--- config.mk ---
export PLATFORM = sky130hd
export DESIGN_NAME = seq_divider
export DESIGN_NICKNAME = d
export VERILOG_FILES = /design/src/rtl/div_pkg.sv /design/src/rtl/div_operand_prep.sv /design/src/rtl/div_restore_core.sv /design/src/rtl/div_sign_fix.sv /design/src/rtl/seq_divider.sv
export SDC_FILE = /design/constraint.sdc
export NUM_CORES = 1
export LEC_CHECK = 0
export ABC_AREA = 1
export CORE_ASPECT_RATIO = 1.2
export CORE_UTILIZATION = 51
export CTS_BUF_LIST = sky130_fd_sc_hd__clkbuf_16
export DETAILED_ROUTE_END_ITERATION = 10
export DONT_BUFFER_PORTS = 1
export PLACE_DENSITY = 0.7
export SYNTH_ARGS = -nofsm -noshare
export SYNTH_HDL_FRONTEND = slang
export SYNTH_HIERARCHICAL = 1
export SYNTH_SLANG_ARGS = --single-unit
--- constraint.sdc ---
create_clock -name clk_i -period 3.25 [get_ports clk_i]
set_input_delay 0.65 -clock clk_i [delete_from_list [all_inputs] [get_ports clk_i]]
set_output_delay 0.65 -clock clk_i [all_outputs]
set_load 0.02 [all_outputs]
--- src/rtl/div_pkg.sv ---
package div_pkg;
  typedef enum logic [1:0] {
    ST_IDLE = 2'd0,
    ST_LOOP = 2'd1,
    ST_FIN  = 2'd2
  } div_state_e;
endpackage

--- src/rtl/div_operand_prep.sv ---
module div_operand_prep #(
  parameter int W = 32
) (
  input  logic [W-1:0] val_i,
  input  logic         signed_i,
  output logic [W-1:0] mag_o,
  output logic         neg_o
);
  always_comb begin
    neg_o = signed_i & val_i[W-1];
    mag_o = neg_o ? (~val_i + 1'b1) : val_i;
  end
endmodule

--- src/rtl/div_restore_core.sv ---
module div_restore_core #(
  parameter int W = 32
) (
  input  logic         clk_i,
  input  logic         rst_ni,
  input  logic         load_i,
  input  logic         step_i,
  input  logic [W-1:0] dvd_mag_i,
  input  logic [W-1:0] dvs_mag_i,
  output logic [W-1:0] quot_o,
  output logic [W-1:0] rem_o
);
  localparam int AW = 2 * W + 1;  // one spare bit above the remainder field

  logic [AW-1:0] acc_q;
  logic [W-1:0]  dvs_q;
  logic [W:0]    hi;
  logic [W-1:0]  lo;
  logic          ge;
  logic [W-1:0]  diff;

  always_comb begin
    hi   = acc_q[AW-1:W];
    lo   = acc_q[W-1:0];
    ge   = hi >= {1'b0, dvs_q};
    diff = hi[W-1:0] - dvs_q;  // exact when ge holds
  end

  always_ff @(posedge clk_i or negedge rst_ni) begin
    if (!rst_ni) begin
      acc_q <= '0;
      dvs_q <= '0;
    end else if (load_i) begin
      acc_q <= {{W{1'b0}}, dvd_mag_i, 1'b0};
      dvs_q <= dvs_mag_i;
    end else if (step_i) begin
      if (ge) acc_q <= {diff, lo, 1'b1};
      else    acc_q <= {acc_q[AW-2:0], 1'b0};
    end
  end

  // remainder field shifted right once to undo the last loop shift
  assign rem_o  = acc_q[AW-1:W+1];
  assign quot_o = lo;
endmodule

--- src/rtl/div_sign_fix.sv ---
module div_sign_fix #(
  parameter int W = 32
) (
  input  logic [W-1:0] quot_mag_i,
  input  logic [W-1:0] rem_mag_i,
  input  logic         quot_neg_i,
  input  logic         rem_neg_i,
  input  logic         div_zero_i,
  output logic [W-1:0] quot_o,
  output logic [W-1:0] rem_o
);
  always_comb begin
    if (div_zero_i)      quot_o = '1;
    else if (quot_neg_i) quot_o = ~quot_mag_i + 1'b1;
    else                 quot_o = quot_mag_i;
    rem_o = rem_neg_i ? (~rem_mag_i + 1'b1) : rem_mag_i;
  end
endmodule

--- src/rtl/seq_divider.sv ---
module seq_divider
  import div_pkg::*;
#(
  parameter int W = 32
) (
  input  logic         clk_i,
  input  logic         rst_ni,
  input  logic         start_i,
  input  logic         signed_i,
  input  logic [W-1:0] dividend_i,
  input  logic [W-1:0] divisor_i,
  output logic         busy_o,
  output logic         done_o,
  output logic         div_zero_o,
  output logic [W-1:0] quotient_o,
  output logic [W-1:0] remainder_o
);
  localparam int CW = $clog2(W + 1);
  localparam logic [CW-1:0] ITER = CW'(W);

  div_state_e    state_q;
  logic [CW-1:0] cnt_q;
  logic          qneg_q, rneg_q, dz_q;
  logic          accept, load, step;

  logic [W-1:0]  dvd_mag, dvs_mag;
  logic          dvd_neg, dvs_neg;
  logic [W-1:0]  core_quot, core_rem;
  logic [W-1:0]  fix_quot, fix_rem;

  assign accept = start_i && (state_q == ST_IDLE);
  assign load   = accept;
  assign step   = (state_q == ST_LOOP);

  div_operand_prep #(.W(W)) u_prep_dvd (
    .val_i   (dividend_i),
    .signed_i(signed_i),
    .mag_o   (dvd_mag),
    .neg_o   (dvd_neg)
  );

  div_operand_prep #(.W(W)) u_prep_dvs (
    .val_i   (divisor_i),
    .signed_i(signed_i),
    .mag_o   (dvs_mag),
    .neg_o   (dvs_neg)
  );

  div_restore_core #(.W(W)) u_core (
    .clk_i    (clk_i),
    .rst_ni   (rst_ni),
    .load_i   (load),
    .step_i   (step),
    .dvd_mag_i(dvd_mag),
    .dvs_mag_i(dvs_mag),
    .quot_o   (core_quot),
    .rem_o    (core_rem)
  );

  div_sign_fix #(.W(W)) u_fix (
    .quot_mag_i(core_quot),
    .rem_mag_i (core_rem),
    .quot_neg_i(qneg_q),
    .rem_neg_i (rneg_q),
    .div_zero_i(dz_q),
    .quot_o    (fix_quot),
    .rem_o     (fix_rem)
  );

  always_ff @(posedge clk_i or negedge rst_ni) begin
    if (!rst_ni) begin
      state_q <= ST_IDLE;
      cnt_q   <= '0;
      qneg_q  <= 1'b0;
      rneg_q  <= 1'b0;
      dz_q    <= 1'b0;
    end else begin
      unique case (state_q)
        ST_IDLE: if (accept) begin
          state_q <= ST_LOOP;
          cnt_q   <= ITER;
          qneg_q  <= dvd_neg ^ dvs_neg;
          rneg_q  <= dvd_neg;
          dz_q    <= (divisor_i == '0);
        end
        ST_LOOP: begin
          cnt_q <= cnt_q - 1'b1;
          if (cnt_q == CW'(1)) state_q <= ST_FIN;
        end
        ST_FIN:  state_q <= ST_IDLE;
        default: state_q <= ST_IDLE;
      endcase
    end
  end

  always_ff @(posedge clk_i or negedge rst_ni) begin
    if (!rst_ni) begin
      done_o      <= 1'b0;
      div_zero_o  <= 1'b0;
      quotient_o  <= '0;
      remainder_o <= '0;
    end else begin
      done_o <= (state_q == ST_FIN);
      if (state_q == ST_FIN) begin
        div_zero_o  <= dz_q;
        quotient_o  <= fix_quot;
        remainder_o <= fix_rem;
      end
    end
  end

  assign busy_o = (state_q != ST_IDLE);
endmodule

==> results of run 1 <==
-- state kept, by name (all words and copies together) (netlist names), 2 cells and up --
register	count
u_core/dvs_q	32
state_q	2
remainder_o	32
quotient_o	32
cnt_q	6
u_core/acc_q	65
-- final cells by class --
cell class	instances	area, sq um
Tap cell	385	481.7
Timing Repair Buffer	11	82.58
Clock inverter	15	175.2
Inverter	311	1167
Clock buffer	17	425.4
Sequential cell	174	4354
Multi-Input combinational cell	1757	8458
Fill cell	2972	13530
-- metrics by stage --
stage | worst slack (ps) | cell area (sq um)
after CTS | 669.4 | 15140
after global placement | 743.3 | 14540
final | 648.3 | 15140
after detailed placement | 688.2 | 14540
after floorplan | 1225 | 14830
after global routing | 445.0 | 15140
-- metal layers --
metal	wire (um)	share of wire, %	vias to the layer above	track usage [%]
li1	-	-	7098	-
met1	18660	47	6239	39.19
met2	17170	43	473	41.77
met3	2892	7.3	76	5.428
met4	1157	2.9	0	9.335
met5	0	0	-	0
-- cells by family after synthesis --
logic type	synth area share, %
adder cells (fa/ha/maj)	3.342
flip-flops	29.37
AO/OA/AOI/OAI	7.081
XOR/XNOR	3.781
AND/OR/NAND/NOR	42.81
buffers and inverters	13.61
-- worst max-delay path by stage --
stage                  endpoint  slack, ps  cells past startpoint
4_1_cts        u_core/acc_q[60]        670                     15
5_1_grt        u_core/acc_q[63]        440                     15
3_3_place_gp   u_core/acc_q[64]        740                     11
3_5_place_dp   u_core/acc_q[60]        690                     15
2_1_floorplan  u_core/acc_q[12]       1230                      8
6_report       u_core/acc_q[60]        650                     15
-- Yosys cell counts (10+ instances only) --
cell	n	share of area [%]
sky130_fd_sc_hd__nand2_1	950	24
sky130_fd_sc_hd__ha_1	38	3.2
sky130_fd_sc_hd__nand3b_1	29	1.5
sky130_fd_sc_hd__inv_1	305	7.7
sky130_fd_sc_hd__xnor2_1	38	2.2
sky130_fd_sc_hd__buf_4	82	4.2
sky130_fd_sc_hd__nand4_1	34	1.4
sky130_fd_sc_hd__nor2_1	221	5.6
sky130_fd_sc_hd__xor2_1	26	1.5
sky130_fd_sc_hd__buf_2	23	0.78
sky130_fd_sc_hd__nand2_2	19	0.80
sky130_fd_sc_hd__o21ai_0	77	2.6
sky130_fd_sc_hd__nor2_4	17	1.3
sky130_fd_sc_hd__nor2_2	32	1.4
sky130_fd_sc_hd__clkbuf_1	18	0.46
sky130_fd_sc_hd__a21oi_1	30	1.0
sky130_fd_sc_hd__o221ai_1	30	1.8
sky130_fd_sc_hd__dfrtp_1	174	29
sky130_fd_sc_hd__nand3_1	158	5.3
sky130_fd_sc_hd__o21ai_2	10	0.59
-- worst max-delay path: cells and delay by family (launching register included) --
kind | cells | cell delay [ps]
buf+inv | 2 | 120
simple gates | 12 | 1460
flops | 1 | 490
fa+ha+maj | 1 | 390
-- where the power goes --
part           switching (mW)  internal [mW]  total [mW]
registers                1.14           3.01        4.15
logic                    6.75           3.59        10.3
clock network           0.994           1.10        2.09
total                    8.88           7.70        16.6
==> run summary, run 1 <==
In the layout the commonest cells are sky130_fd_sc_hd__nand2_1, sky130_fd_sc_hd__inv_1, sky130_fd_sc_hd__nor2_1. The tools report the launching point of the worst reg2reg path as u_core/acc_q[40]. The post-synthesis sequential element count came out at 174.

The smallest hold slack was -102.0 ps. Class of the tightest hold or removal check: in2async. The horizontal die dimension is 157.6 um, and the iteration count of the initial detailed-routing pass is 5. The clock period could shrink to 2602 ps.

The repair_antennas step left the layout with diodes totalling 0. The tools report the total routed wirelength as 39880 um. The first global-routing pass estimated 65360 um of wire.

The tools report the synthesized instance count as 2370. The initial utilization of the core area, before any placement, comes to 51.71%. In this run the critical register-to-register path is captured at u_core/acc_q[60].

The count of cells in the finished layout, fillers not included, comes to 2670. For the pin with the worst max-slew slack, the measured transition is 1031 ps. The count of distinct cell types in the synthesized netlist came out at 42. The post-synthesis area per instance was 6.255 sq um. The die covers 29760 sq um. The area growth from synthesis to final layout is 2.152%, and the later-pin clock latency in the skew report is 450 ps. Critical path class: reg2reg.

The power density over the cells came out at 1095 nW/um^2. The floorplan die height came out at 188.8 um. The worst path arrival time is 2930 ps. Tracing the worst setup path back leads to its startpoint at u_core/acc_q[40]. The summed negative setup slack over all endpoints was 0 ps; the maximum buffer depth of the clock tree was 2. The flow ran to the end, but the final reports show violations. Among all stages on the critical path, the largest delay is contributed by sky130_fd_sc_hd__dfrtp_1. The logs give 0 for the initial antenna violation count and 0 for the number of nets still failing antenna checks after routing.

Data on the critical path is required at its endpoint by 3580 ps. The analysis attributes to cell leakage a power of 7.989 nW. Between clock sinks in the finished design, the worst skew comes to 14.29 ps.

Post-CTS timing repair inserted 0 buffers for setup. The run gives 0 as the final routed DRC violation total. Setup repair after global routing left no endpoint under its margin. The run gives 174 as the number of clock sinks. Among all flip-flop cells after synthesis, the most frequent one is sky130_fd_sc_hd__dfrtp_1. The placement row count was 68; the count of input and output buffers was 0.

IR analysis of the VDD net gives a maximum drop of 0.4795 mV. Of all nets on the critical path, the largest fanout is 33. The fraction of final layout cells sized beyond drive strength 1 came out at 6.433%. The instance count after placement with tap cells included is 2638, and the largest net degree at the start of global routing is 175. The run gives 12900 as the number of global-route vias before repair. The headroom to the max-slew limit came out at 31.26%. During I/O placement, the number of pins put on the boundary was 135.

The cell sitting at the root of the clock tree is a sky130_fd_sc_hd__clkbuf_16. The worst setup path is launched from a flip-flop. The number of warnings printed during yosys synthesis is 6, and the share of the clock period used by the worst path after layout is 80.05%. Cells fill 52.82% of the core in the end.

The mapped netlist covers 14830 sq um. The minimum setup slack among reg-to-reg paths was 650 ps; the placer's final routability congestion estimate was 1.008. Leaving out fill and tap cells, the most frequent cell in the layout is sky130_fd_sc_hd__nand2_1.

Based on the critical path, the design can be clocked at up to 384.4 MHz. Violation count after the first detailed-route iteration: 1400. The signal on the critical path passes through ha_1 > nand2_1 > inv_1 > nand2_1 > nand2_1 > inv_1 > nand3_2 > nand2_1 > nand2_2 > nand2_4 > nand2_8 > nand2_2 > nand2_1 > nand2_1 > nand2_1. Summing over every cut layer, the via total after detailed routing is 13890. The number of H-tree levels was 4; the clock-pin slew on the worst setup and hold paths was 70 ps.

The worst register-to-register path has a depth of 15. The final reports fail on hold timing. Count of instances resized after the clock tree is built: 0. In this run, CTS created clock tree buffers numbering 17. For this run, the total global-route usage over all layers was measured as 27.67%.

Counting flops with a built-in enable in the synthesized netlist gives 0. The final max-slew violation count is 0, and the count of nets after finishing is 2379. STA classifies the critical path endpoint as a flip-flop. Among the stages of the critical path, the cell type that occurs most often is sky130_fd_sc_hd__nand2_1. Setup violations remaining at the end of the flow were counted as 0. Counting every net in the synthesized netlist gives 2477.

In the final routed layout, each cell accounts on average for 14.93 um. Dividing the detail-routed via count by the number of cells gives 5.201. The final HPWL from detailed placement was 31510 um. The tool flagged a number of max-cap violations equal to 0. Global routing finished with a remaining overflow of 0. The hold violation count in the final report was 174. TritonCTS built the clock tree. The logs give 16.59 mW for the sum of internal, switching and leakage power and 28670 sq um for the core area.

Counting flops with an async set or reset pin after synthesis yields a share of 100.0%. The largest single stage delay on the critical path is 490 ps. The part of the Yosys area used for sequential elements was 29.37%.
Power figures use the tool's default switching activity.
==> run 2: changes to the inputs <==
==> constraint.sdc (replaced) <==
create_clock -name clk_i -period 2.4 [get_ports clk_i]
set_input_delay 0.48 -clock clk_i [delete_from_list [all_inputs] [get_ports clk_i]]
set_output_delay 0.48 -clock clk_i [all_outputs]
set_load 0.02 [all_outputs]
==> run 2 against run 1 <==
Effect of this change: the run still ends with hold timing left; highest routed layer unchanged; sequential cell count unchanged; final area grew 2.9%; worst hold slack got worse by 170 ps; cell count increased by 2.0%; largest power group unchanged; clock power increased by 32%; setup slack worse by 550 ps; total power rose by 42%; critical path type unchanged; non-clock buffer count up 52; combinational power increased by 50%; first-iteration DRC count is 9.4% lower; clock-buffer cell count is the same; sequential share of layout area fell by 0.81 points; critical endpoint is now u_core/acc_q[61].
==> run summary, run 2 (synthesized netlist as in run 1, its figures left out) <==
Per report_power, the sequential group accounts for 22.6% of the total. In this run the remaining antenna-violating nets after routing total 0. STA classifies the critical path endpoint as a flip-flop. Timing analysis after detailed placement gives a worst setup slack of 20.74 ps. The run gives 0 as the initial antenna violation count.

For this run, the total global-route usage over all layers was measured as 28.97%. Net switching is 53.27% of the power. Least setup slack across all paths after layout: 96.44 ps. The final routed DRC violation total was 0.

In the final layout, flip-flops and latches occupy 4354 sq um. The summed negative setup slack over all endpoints was 0 ps; the area after detailed placement was 14930 sq um. Fill cells in the final layout number 3012. The logs give 13.84 ps for the clock skew and 0 for the aggregate global routing overflow. The smallest hold slack was -275.7 ps. The number of CTS-inserted buffers was 17; the worst path arrival time was 2650 ps. The worst-case IR drop observed on VDD is 0.6054 mV.

The later-pin clock latency in the skew report was 450 ps. The final max-slew violation count was 0. STA classifies the critical path startpoint as a flip-flop. The count of input and output buffers is 0. Per report_power, the combinational group accounts for 65.7% of the total. The flow ran to the end, but the final reports show violations. The leakage power was 8.255 nW.

The register with the most flip-flops in the layout has 65 of them. For the number of endpoints failing setup at the final stage, the log shows 0. For this run, the post-layout net count is 2432.

Along the worst path, the maximum fanout reaches 5. For the critical path required time, the log shows 2750 ps. The checks that failed: hold timing. The placement row count is 68. The power density over the cells works out to 1509 nW/um^2. The placer's final routability congestion estimate is 0.9598, and the count of placed standard cells in the final layout, fillers left out is 2723. The initial utilization of the core area, before any placement, comes to 51.71%. Violation count after the first detailed-route iteration: 1269. The path class of the tightest hold or removal check is in2async. The minimum clock period after layout was 2304 ps. Of the total power, the clock network draws 11.7%. The post-route netlist has 8.982% of its cells at a drive strength greater than 1.

Static timing analysis puts the maximum clock frequency at 434.1 MHz. Dividing the detail-routed wire length by the instance count gives 15.42 um. With fillers left out, the area of the finished cells amounts to 15590 sq um. After clock tree synthesis, the clock-pin slew on the worst setup and hold paths is 80 ps. The worst path uses 95.98% of the clock period.

For the number of clock sinks, the log shows 174. The area enclosed by the die boundary is 29760 sq um, and the first-pass GRT wire length is 67280 um. The horizontal die dimension was 157.6 um.

The per-cell via count in the routed design was 5.184. The instance count after placement with tap cells included came out at 2690. Once detailed placement completed, the half-perimeter wirelength came to 33500 um.

The pre-antenna-repair detailed-routing pass consisted of 5 iterations. TritonCTS built the clock tree. In this run the power spent charging and discharging nets is 12.53 mW.

The number of global-route vias before repair is 13010. The largest net degree at the start of global routing was 175. Maximum buffer depth of the clock tree: 2. In the layout the commonest cells are sky130_fd_sc_hd__nand2_1, sky130_fd_sc_hd__inv_1, sky130_fd_sc_hd__nor2_1.

Summing over every cut layer, the via total after detailed routing is 14120. The critical path class was reg2reg. In the final layout, the multi-input gates occupy 8524 sq um. Hold violation count in the final report: 174. Number of antenna diodes: 0. The library cell used most frequently in the layout, excluding fill and tap cells, is sky130_fd_sc_hd__nand2_1. The region available for standard cell placement spans 28670 sq um.

Clock root buffer master: sky130_fd_sc_hd__clkbuf_16. The post-CTS setup-driven buffer insertion count was 0; the pin slew with the least headroom to its limit was 977.4 ps. Wires add up to 41990 um. Measured along the y axis, the die boundary spans 188.8 um. The internal power of the cells totals 10.99 mW. Setup repair after global routing left no endpoint under its margin. 135 I/O pins were placed. The H-tree was split into 4 levels. Measured against its own limit, the worst slew margin works out to 34.74%.

The max-capacitance violation count is 0. The top register by number of flip-flops is u_core/acc_q. Relative to the synthesized area, the layout overhead comes to 5.131%.
==> run 2: cell count changes in the layout (fill, tap and decap cells not counted), moves of 3 or more <==
| cell | before | now |
|---|---|---|
| sky130_fd_sc_hd__nor2_1 | 219 | 216 |
| sky130_fd_sc_hd__ha_2 | 0 | 3 |
| sky130_fd_sc_hd__clkinvlp_4 | 4 | 1 |
| sky130_fd_sc_hd__buf_4 | 11 | 61 |
| sky130_fd_sc_hd__ha_1 | 38 | 34 |
==> run 2: worst max-delay path, cell delays in order (launching register included) <==
cell and delay (ps):
sky130_fd_sc_hd__dfrtp_1 440, sky130_fd_sc_hd__ha_1 400, sky130_fd_sc_hd__nand2_1 120, sky130_fd_sc_hd__nor2_2 230, sky130_fd_sc_hd__buf_4 150, sky130_fd_sc_hd__and2_1 200, sky130_fd_sc_hd__and2_1 150, sky130_fd_sc_hd__nand2_1 140
sky130_fd_sc_hd__nand3_1 150, sky130_fd_sc_hd__nand3_2 80, sky130_fd_sc_hd__nand2_1 80, sky130_fd_sc_hd__nand2_1 50
==> run 2: layer usage <==
layer / wire length, um / vias to the layer above / share of wire [%] / track usage, %
li1: - / 7219 / - / -
met1: 20140 / 6430 / 48 / 42.10
met2: 18410 / 419 / 44 / 44.51
met3: 2660 / 47 / 6.3 / 3.841
met4: 779 / 0 / 1.9 / 8.215
met5: 0 / - / 0 / 0
==> run 2: layout make-up <==
cell class / instances / share of cell area [%]
repair buffers: 63 / 3.107
flip-flops and latches: 174 / 27.94
clock buffers: 17 / 2.729
inverters: 311 / 7.490
clock inverters: 15 / 0.9553
multi-input cells: 1758 / 54.69
well taps: 385 / 3.091
==> run 2: final timing paths <==
path,startpoint,cells past startpoint,slack (ps),to
max,u_core/acc_q[56],11,100,u_core/acc_q[61]
min,rst_ni,0,-280,quotient_o[24]
max reg2reg,u_core/acc_q[56],11,100,u_core/acc_q[61]
min reg2reg,u_core/dvs_q[0],2,510,u_core/dvs_q[0]
max in group asynchronous,rst_ni,0,2470,remainder_o[28]
min in group clk_i,divisor_i[0],2,170,u_core/dvs_q[0]
==> run 2: repair_timing <==
action,in CTS,in global routing
gates resized for setup,1,15
endpoints found under the setup margin,5,30
cloned,0,1
pin swaps,0,1
hold endpoints to repair,174,174
==> run 2: power by group through the flow <==
| stage | clock network, mW | registers (mW) | logic [mW] |
|---|---|---|---|
| 2_1_floorplan | 0 | 4.88 | 12.0 |
| 3_3_place_gp | 0 | 5.30 | 14.8 |
| 3_5_place_dp | 0 | 5.34 | 15.0 |
| 4_1_cts | 2.80 | 5.28 | 15.1 |
| 5_1_grt | 2.93 | 5.44 | 17.4 |
| 6_report | 2.75 | 5.31 | 15.4 |
==> run 2: metrics by stage <==
step,power [mW],util [%]
4_1_cts,23.13,54.10
3_5_place_dp,20.29,52.09
3_3_place_gp,20.14,52.09
6_report,23.52,54.36
5_1_grt,25.77,54.36
2_1_floorplan,16.87,-
==> run 3: changes to the inputs <==
--- a/config.mk
+++ b/config.mk
@@ -11,8 +11,8 @@
 export CTS_BUF_LIST = sky130_fd_sc_hd__clkbuf_16
 export DETAILED_ROUTE_END_ITERATION = 10
 export DONT_BUFFER_PORTS = 1
+export MAX_ROUTING_LAYER = met4
 export PLACE_DENSITY = 0.7
 export SYNTH_ARGS = -nofsm -noshare
 export SYNTH_HDL_FRONTEND = slang
-export SYNTH_HIERARCHICAL = 1
 export SYNTH_SLANG_ARGS = --single-unit
==> run 3 against run 2 <==
Effect of this change: the run still ends with hold timing left; area after synthesis decreased by 11%; clock power increased by 9.1%; register-to-register slack improved by 30 ps; setup slack improved by 33 ps; clock-buffer cell count unchanged; critical path type unchanged; largest cell class unchanged.
==> run summary, run 3 <==
The die covers 26640 sq um. Counting instances in the post-synthesis netlist gives the leading cell types as sky130_fd_sc_hd__nand2_1, sky130_fd_sc_hd__inv_1, sky130_fd_sc_hd__nand3_1. The tools report the placer's final routability congestion estimate as 0.9825.

Entering global routing, the biggest net connects 175 pins. The post-route netlist has 8.153% of its cells at a drive strength greater than 1. The hold violation count in the final report was 174; the final max-slew violation count was 0. Post-synthesis area per instance: 6.343 sq um. The count of pins on the block boundary was 135.

The destination of the worst register-to-register timing path is u_core.acc_q[61]. Total via count after detailed routing: 13530. The iteration count of the initial detailed-routing pass was 8. The top register by number of flip-flops is u_core.acc_q. The clock-pin slew on the worst setup and hold paths was 80 ps; the floorplan die height was 178.6 um. The number of antenna diodes is 0, and the minimum clock period after layout is 2271 ps. Across the VDD grid, the largest voltage drop is 0.3351 mV. Per report_power, the sequential group accounts for 47.6% of the total. Per-cell via count in the routed design: 5.517. The post-route cell area was 14760 sq um.

STA classifies the critical path endpoint as a flip-flop. Input and output buffers added on the ports amount to 0. The die is 149.2 um wide.

The analysis attributes to net switching a power of 1.607 mW. Once layout is complete, the cells apart from fillers number 2452. Dividing the final minimum period by the clock period gives 94.60%.

Among all flip-flop cells after synthesis, the most frequent one is sky130_fd_sc_hd__dfrtp_1. The run gives 64 as the placement row count. Summed over all cells, the static leakage comes to 7.667 nW.

Summing all multi-input logic gate instances after layout gives 7682 sq um. Setup violations remaining at the end of the flow were counted as 0. For this configuration, the core starts out at a cell density of 51.88%.

Setup slack on the worst reg-to-reg path comes out at 130 ps. The run gives 13250 sq um as the cell area after synthesis. CTS built an H-tree with a depth of 4. The tools report the initial antenna violation count as 0. After technology mapping, the gate count stands at 2089. Post-detailed-route wirelength per cell: 17.35 um. The highest net fanout along the worst path was 13. Counting cells, the worst reg-to-reg path comes to 13. The least setup slack across all paths after layout was 129.5 ps; the highest achievable clock rate was 440.4 MHz.

Timing analysis after detailed placement gives a worst setup slack of -89.74 ps. In the layout the commonest cells are sky130_fd_sc_hd__nand2_1, sky130_fd_sc_hd__inv_1, sky130_fd_sc_hd__nand3_1. The most area-hungry cell type in the Yosys netlist is sky130_fd_sc_hd__dfrtp_1. Counting every net in the synthesized netlist gives 2196. The clock reaches the later pin of the worst-skew pair after 450 ps. Relative to the synthesized area, the layout overhead comes to 11.42%. The library cell used most frequently in the layout, excluding fill and tap cells, is sky130_fd_sc_hd__nand2_1. The longest clock path from root to sink contains 2 buffers. The area of all sequential standard cells was 4363 sq um. The checks that failed: hold timing. The total area inside the core boundary comes to 25540 sq um. Max-capacitance violation count: 0. The final routed DRC violation total is 0, and the area after detailed placement is 13900 sq um. The critical path class is reg2reg. Of the total power, the share spent switching nets is 26.14%.

The number of CTS-inserted buffers is 17, and the number of flops mapped to enable cells by yosys is 0. The run finished, with violations left. The first global-routing pass estimated 67060 um of wire. The run gives 48.7% as the clock network power share. Once detailed placement completed, the half-perimeter wirelength came to 32750 um. The smallest hold slack was -273.6 ps; the post-synthesis share of cell area spent on and, or, nand and nor gates was 37.15%. Adding up every negative setup slack in the final design gives 0 ps.

Synthesis inferred 174 register bits. The total global routing track utilization came out at 33.73%. The headroom to the max-slew limit came out at 52.80%.

The power density over the cells is 416.3 nW/um^2. The share of the Yosys chip area taken by registers is 32.86%. For the worst setup path, the data arrival time is 2600 ps.

Dominant combinational cell family by area after synthesis: simple AND/OR/NAND/NOR gates. For the critical path required time, the log shows 2730 ps. TritonCTS built the clock tree. Across the routed clock network, the largest skew measured is 18.12 ps. The worst register-to-register path begins at u_core.acc_q[49].

The internal power of the cells totals 4.540 mW. Measured against the total synthesized area, the mux share comes to 0%. The class of the tightest hold or removal check is in2async. During synthesis, Yosys emitted a total of 0 warnings. The number of flip-flops under the largest register name is 65. The total routed wirelength was 42530 um.

Summing the areas of all compound-gate instances in the mapped netlist gives 10.62% of the synthesized area. The share of total power dissipated in combinational logic is 3.6%. Of all flip-flops after synthesis, the portion carrying an async set or reset was 100.0%. Pin slew with the least headroom to its limit: 707.2 ps.

sky130_fd_sc_hd__nand2_1 is the most common cell in the netlist. In the final design database the tool counted 2216 nets. The synthesized-area fraction occupied by adder cells was 3.739%; the count of distinct cell types in the synthesized netlist was 48.

The sort of element at the start of the critical path was a flip-flop. The detailed router finished its first iteration with 943 violations. The number of inserted filler cells in the final layout is 2571, and the aggregate global routing overflow is 0.

In this run, placement finished with an instance count of 2417. The top cell type's share of synthesized area came out at 32.86%. Number of global-route vias before repair: 13200. The number of nets still failing antenna checks after routing is 0.

Number of clock sinks: 174. By area the synthesized netlist is led by sky130_fd_sc_hd__dfrtp_1, sky130_fd_sc_hd__nand2_1, sky130_fd_sc_hd__inv_1. The xor and xnor fraction of the mapped netlist area is 4.957%. The tools report the clock root buffer master as sky130_fd_sc_hd__clkbuf_16.
run 3: changes by cell type in the layout (fill, tap and decap cells not counted), moves of 18 or more:
cell and delta:
sky130_fd_sc_hd__nand2_1 -264, sky130_fd_sc_hd__o21ai_0 +72, sky130_fd_sc_hd__nand3_1 +52, sky130_fd_sc_hd__nor2_1 -36, sky130_fd_sc_hd__xor2_1 +30, sky130_fd_sc_hd__o221ai_1 -29
sky130_fd_sc_hd__nor2_2 -22, sky130_fd_sc_hd__nor3_1 +21, sky130_fd_sc_hd__xnor2_1 -18
run 3: kinds of logic (layout without fill, tap and decap cells):
logic type                 Yosys count  in the layout
and+or+nand+nor                   1177           1177
buffers and inverters              368            401
AOI/OAI and AO/OA                  256            256
DFF                                174            174
xor gates and xnor gates            75             75
adders and majority gates           39             39
run 3: worst max-delay path: stages (launching register included):
cell,delay (ps)
sky130_fd_sc_hd__dfrtp_2,450
sky130_fd_sc_hd__ha_1,360
sky130_fd_sc_hd__nand2_2,90
sky130_fd_sc_hd__inv_2,60
sky130_fd_sc_hd__nand2_1,130
sky130_fd_sc_hd__inv_2,100
sky130_fd_sc_hd__nand2_1,90
sky130_fd_sc_hd__nor3_2,260
sky130_fd_sc_hd__nand2_4,100
sky130_fd_sc_hd__nand2_4,130
sky130_fd_sc_hd__buf_12,150
sky130_fd_sc_hd__nand3_1,110
sky130_fd_sc_hd__nand2_1,90
sky130_fd_sc_hd__nand2_1,50
run 3: worst max-delay path by stage:
stage | to | slack, ps | start
final | u_core.acc_q[61] | 130 | u_core.acc_q[49]
after global routing | u_core.acc_q[61] | -10 | u_core.acc_q[48]
after CTS | u_core.acc_q[59] | 10 | u_core.acc_q[38]
after detailed placement | u_core.acc_q[59] | -90 | u_core.acc_q[38]
after global placement | u_core.acc_q[59] | -20 | u_core.acc_q[38]
after floorplan | u_core.acc_q[60] | 410 | u_core.acc_q[56]
run 3: cell type report:
type / instances / share of cell area, %
Clock buffer: 17 / 2.881
Clock inverter: 15 / 1.390
Inverter: 305 / 7.754
Multi-Input combinational cell: 1547 / 52.03
Sequential cell: 174 / 29.55
Tap cell: 330 / 2.797
Timing Repair Buffer: 64 / 3.593
run 3: routing by layer:
layer	global-route usage (%)	up-vias	share of wire, %
li1	-	6649	-
met1	34.41	6327	37
met2	60.56	410	52
met3	4.322	141	4.0
met4	21.98	0	6.8
met5	-	-	0
run 3: power groups by stage:
stage	combinational [mW]	sequential (mW)	clock (mW)
after floorplan	0.175	2.99	0
after global placement	0.219	2.99	0
after detailed placement	0.222	2.99	0
after CTS	0.223	2.93	3.02
after global routing	0.255	2.93	3.14
final	0.223	2.93	3.00
run 3: timing repair:
item                                   4_1_cts  5_1_grt
endpoints found under the hold margin      174      174
resized for setup                            3       38
setup endpoints to repair                    9       36
pin swaps                                    0        2
gates cloned                                 0        0
setup buffers                                0        3
run 3: metrics by stage:
step / util [%] / power, mW
floorplan: - / 3.163
global placement: 54.43 / 3.206
detailed placement: 54.43 / 3.209
CTS: 56.92 / 6.168
global route: 57.80 / 6.319
finish: 57.80 / 6.147
